File: src/rtl/ddr_chk_pkg.sv
package ddr_chk_pkg;

   typedef enum logic [2:0] {
      C_NOP = 3'd0, C_ACT = 3'd1, C_RD  = 3'd2, C_WR  = 3'd3,
      C_PRE = 3'd4, C_BST = 3'd5, C_REF = 3'd6, C_LMR = 3'd7
   } cmd_e;

   typedef enum logic [2:0] {
      S_IDLE = 3'd0, S_OPENING = 3'd1, S_OPEN = 3'd2, S_RDING = 3'd3,
      S_WRING = 3'd4, S_RDAP = 3'd5, S_WRAP = 3'd6, S_CLOSING = 3'd7
   } bank_st_e;

   typedef enum logic [2:0] {
      V_NONE = 3'd0, V_STATE = 3'd1, V_GAP = 3'd2, V_ALLIDLE = 3'd3,
      V_BST = 3'd4, V_RDWR = 3'd5
   } viol_e;

endpackage

File: src/rtl/ddr_bank_track.sv
module ddr_bank_track
   import ddr_chk_pkg::*;
#(
   parameter int CW = 6
) (
   input  logic          clk,
   input  logic          rst,
   input  logic          apply_i,
   input  cmd_e          cmd_i,
   input  logic          ap_i,
   input  logic [CW-1:0] ld_rcd_i,
   input  logic [CW-1:0] ld_rp_i,
   input  logic [CW-1:0] ld_burst_i,
   input  logic [CW-1:0] ld_wrap_i,
   output bank_st_e      eff_o
);

   bank_st_e      state;
   logic [CW-1:0] cnt;
   logic          cnt_zero;

   assign cnt_zero = (cnt == '0);

   always_comb begin
      case (state)
         S_OPENING:        eff_o = cnt_zero ? S_OPEN : S_OPENING;
         S_RDING, S_WRING: eff_o = cnt_zero ? S_OPEN : state;
         S_CLOSING:        eff_o = cnt_zero ? S_IDLE : S_CLOSING;
         default:          eff_o = state;
      endcase
   end

   always_ff @(posedge clk) begin
      if (rst) begin
         state <= S_IDLE;
         cnt   <= '0;
      end else if (apply_i) begin
         case (cmd_i)
            C_ACT: begin
               state <= S_OPENING;
               cnt   <= ld_rcd_i;
            end
            C_RD: begin
               state <= ap_i ? S_RDAP : S_RDING;
               cnt   <= ld_burst_i;
            end
            C_WR: begin
               state <= ap_i ? S_WRAP : S_WRING;
               cnt   <= ap_i ? ld_wrap_i : ld_burst_i;
            end
            C_PRE: begin
               state <= (eff_o == S_IDLE) ? S_IDLE : S_CLOSING;
               cnt   <= (eff_o == S_IDLE) ? '0 : ld_rp_i;
            end
            C_BST: begin
               state <= S_OPEN;
               cnt   <= '0;
            end
            default: begin
               state <= eff_o;
               cnt   <= cnt_zero ? '0 : cnt - CW'(1);
            end
         endcase
      end else if ((state == S_RDAP || state == S_WRAP) && cnt_zero) begin
         state <= S_CLOSING;
         cnt   <= ld_rp_i;
      end else begin
         state <= eff_o;
         cnt   <= cnt_zero ? '0 : cnt - CW'(1);
      end
   end

   // the top only opens a bank that this tracker reports Idle
   assert_act_from_idle_R1: assert property (@(posedge clk) disable iff (rst)
      (apply_i && cmd_i == C_ACT) |-> (eff_o == S_IDLE));

   // reads are only accepted on an open or reading bank
   assert_rd_from_open_R3: assert property (@(posedge clk) disable iff (rst)
      (apply_i && cmd_i == C_RD) |-> (eff_o inside {S_OPEN, S_RDING}));

   // an expired auto-precharge access moves into the precharge phase
   assert_ap_closes_R4: assert property (@(posedge clk) disable iff (rst)
      ((state == S_RDAP || state == S_WRAP) && cnt_zero) |=> (state == S_CLOSING));

endmodule

File: config.mk
export PLATFORM = sky130hd
export DESIGN_NAME = ddr_bank_track
export DESIGN_NICKNAME = d
export VERILOG_FILES = /design/src/rtl/ddr_chk_pkg.sv /design/src/rtl/ddr_bank_track.sv
export SDC_FILE = /design/constraint.sdc
export NUM_CORES = 1
export LEC_CHECK = 0
export BUFFER_PORTS_ARGS = -buffer_cell sky130_fd_sc_hd__buf_4
export CORE_MARGIN = 5
export CORE_UTILIZATION = 45
export DETAILED_ROUTE_END_ITERATION = 8
export PLACE_DENSITY = 0.7
export SYNTH_ARGS = -nofsm -noshare
export SYNTH_HDL_FRONTEND = slang
export SYNTH_SLANG_ARGS = --single-unit
File: constraint.sdc
create_clock -name clk -period 4.1 [get_ports clk]
set_input_delay 0.82 -clock clk [delete_from_list [all_inputs] [get_ports clk]]
set_output_delay 0.82 -clock clk [all_outputs]
set_load 0.01 [all_outputs]
==> impl_metrics.py <==
metrics = {
    "hold_path": {
        "hp-class": "register to register",
        "min_to": "cnt[0]$_SDFF_PP0_",
        "min_path_cells": 3,
        "hold_start": "cnt[0]$_SDFF_PP0_",
    },
    "worst_setup_path": {
        "cp.required_ns": 3.28,
        "crit_path_start_kind": "register",
        "crit_fanout": 7,
        "worstPathArrival_ns": 1.79,
        "r2r_cells": 7,
        "worstReg2RegEnd": "cnt[4]$_SDFF_PP0_",
        "path_class": "register to output port",
        "r2r_slack_ns": 2.08,
        "end_kind": "output port",
        "reg2reg_from": "cnt[0]$_SDFF_PP0_",
    },
    "floorplan": {
        "fp.dieH_um": 56.8,
        "die_w_um": 56.8,
        "core-area_um2": 2150,
        "rows": 17,
        "ios": 34,
        "start_util_pct": 45.8,
        "die-area_um2": 3220,
    },
    "global_routing": {
        "grt_pass1_vias": 1083,
        "grt_pass1_wl_um": 4710,
        "grt-ovfl-total": 0,
        "antenna_found_initial": 0,
        "grt.total_usage_pct": 17.7,
        "grt_start_max_net_pins": 15,
    },
    "clock_network": {
        "cts_resized": 0,
        "cts_sinks": 9,
        "clkTransAtPathRegs_ns": 0.06,
        "cts_root_buf": "clkbuf_4",
        "cts_hold_buf": 0,
        "cts_setup_buffers": 0,
        "max-clock-path-buffers": 2,
        "cts_tree": "built",
        "worstSkewPairLatency_ns": 0.27,
        "numCtsBuffers": 3,
        "htree_levels": 1,
    },
    "cells_and_area": {
        "drive_above_1_share_pct": 30.4,
        "fin_cells": 186,
        "fin_nets": 191,
        "final_area_um2": 1260,
        "mostFrequentLayoutCells": "buf_4 (33), nor2_1 (14), dfxtp_1 (9)",
        "final_common_cell": "buf_4",
        "syn2layout_area_growth_pct": 28.0,
        "n_antenna_cell": 0,
        "finish.utilization_pct": 58.6,
    },
    "power_and_ir_drop": {
        "cellPowerDensity_nw_per_um2": 312,
        "power_mw": 0.392,
        "peakVddDrop_uv": 154,
        "leakage_nw": 0.512,
    },
    "synthesis": {
        "synth-main-ff-cell": "dfxtp_1",
        "synth_fp_nets": 159,
        "synth_edf_count": 0,
        "synthArstFlopShare_pct": 0,
        "synth-seq-cells": 9,
        "ys_seq_area_share_pct": 18.3,
        "postSynthCellCount": 127,
        "syn_area_per_cell_um2": 7.74,
        "yosys_warnings": 0,
        "yosysUniqueCellTypes": 47,
        "syn_area_um2": 983,
    },
    "sta": {
        "setup_violations": 0,
        "fin_skew_ns": 0.00680,
        "hold_viol": 0,
        "timing.final.crit_share_pct": 63.7,
        "slew_viol_final": 0,
        "tightest_slew_ns": 0.459,
        "fmax_ghz": 0.383,
        "period_needed_ns": 2.61,
        "rsz0062_at_grt": "false",
        "relSlewSlack_pct": 69.4,
        "fin_setup_tns_ns": 0,
    },
    "placed_design": {
        "place_congestion": 0.831,
        "dp_hpwl_um": 2160,
        "io_buffers": 33,
        "dpl_cell_area_um2": 1230,
        "dp.cells": 182,
    },
    "routing": {
        "wl_um": 2620,
        "drc": 0,
        "firstDrtPassIters": 4,
        "antenna_left": 0,
        "drt_iter0_drc": 23,
        "via_count": 1071,
        "avgRoutedWirePerCell_um": 14.1,
        "via_per_inst": 5.76,
    },
    "run_status": {
        "status": "complete, no violations",
    },
    "flow_run": {
        "drv_cap": 0,
    },
}
through the flow:
| stage | hold slack [ns] | worst slack [ns] |
|---|---|---|
| final | 0.717 | 1.49 |
| after global routing | 0.730 | 1.37 |
| after CTS | 0.710 | 1.49 |
| after detailed placement | 0.691 | 1.77 |
| after global placement | 0.666 | 1.83 |
| after floorplan | 0.612 | 1.92 |
worst max-delay path, stage by stage, from the launching register on:
cell      delay (ns)
dfxtp_1         0.36
inv_1           0.06
ha_1            0.27
nor3b_4         0.19
and2_4          0.17
a21boi_0        0.29
buf_4           0.19
synthesized netlist by cell type (all sizes together) (2+ instances only):
library cell	count	area, um^2
a21oi	8	40.0
a221oi	5	43.8
a311oi	2	17.5
and2	2	15.0
buf	3	22.5
clkbuf	3	11.3
dfxtp	9	180
inv	6	22.5
mux2	5	56.3
mux2i	4	40.0
nand2	7	26.3
nand2b	7	43.8
nor2	14	52.6
nor2b	3	18.8
nor3	4	25.0
nor3b	2	26.3
o21a	8	60.1
o21ai	5	25.0
o22ai	5	31.3
or3	2	13.8
power breakdown:
group          total [mW]  leakage (nW)  internal [mW]  switching (mW)
clock network      0.0710        0.0150         0.0376          0.0334
logic               0.198         0.422         0.0996          0.0980
registers           0.124        0.0745          0.101          0.0232
total               0.392         0.512          0.238           0.154
state kept, by name, summed over array words and instances, names as in the netlist:
name,count
cnt,6
state,3
metal layers:
layer,GRT usage [%],wire length [um]
met2,28.7,1230
met3,3.45,116
met1,22.5,1240
met5,0,0
met4,7.62,34
worst max-delay path by stage:
stage	slack (ns)	start	to
after floorplan	1.92	cnt[0]$_SDFF_PP0_	eff_o[0]
after global placement	1.83	cnt[0]$_SDFF_PP0_	eff_o[0]
after detailed placement	1.77	cnt[0]$_SDFF_PP0_	eff_o[0]
after CTS	1.49	cnt[0]$_SDFF_PP0_	eff_o[0]
after global routing	1.37	cnt[0]$_SDFF_PP0_	eff_o[1]
final	1.49	cnt[0]$_SDFF_PP0_	eff_o[0]
final cells by class:
| cell class | instances | area (um^2) |
|---|---|---|
| Timing Repair Buffer | 33 | 248 |
| Clock buffer | 4 | 26.3 |
| Tap cell | 28 | 35.0 |
| Fill cell | 200 | 890 |
| Multi-Input combinational cell | 106 | 747 |
| Inverter | 6 | 22.5 |
| Sequential cell | 9 | 180 |
logic make-up after synthesis:
family / count (synthesis) / share of synthesized area [%]
adders and majority gates: 1 / 1.27
xor gates and xnor gates: 2 / 1.78
muxes: 9 / 9.80
and+or+nand+nor: 47 / 26.8
buffers and inverters: 12 / 5.72
DFF: 9 / 18.3
AOI/OAI and AO/OA: 47 / 36.3
No activity file was read; power rests on OpenSTA's default activity.
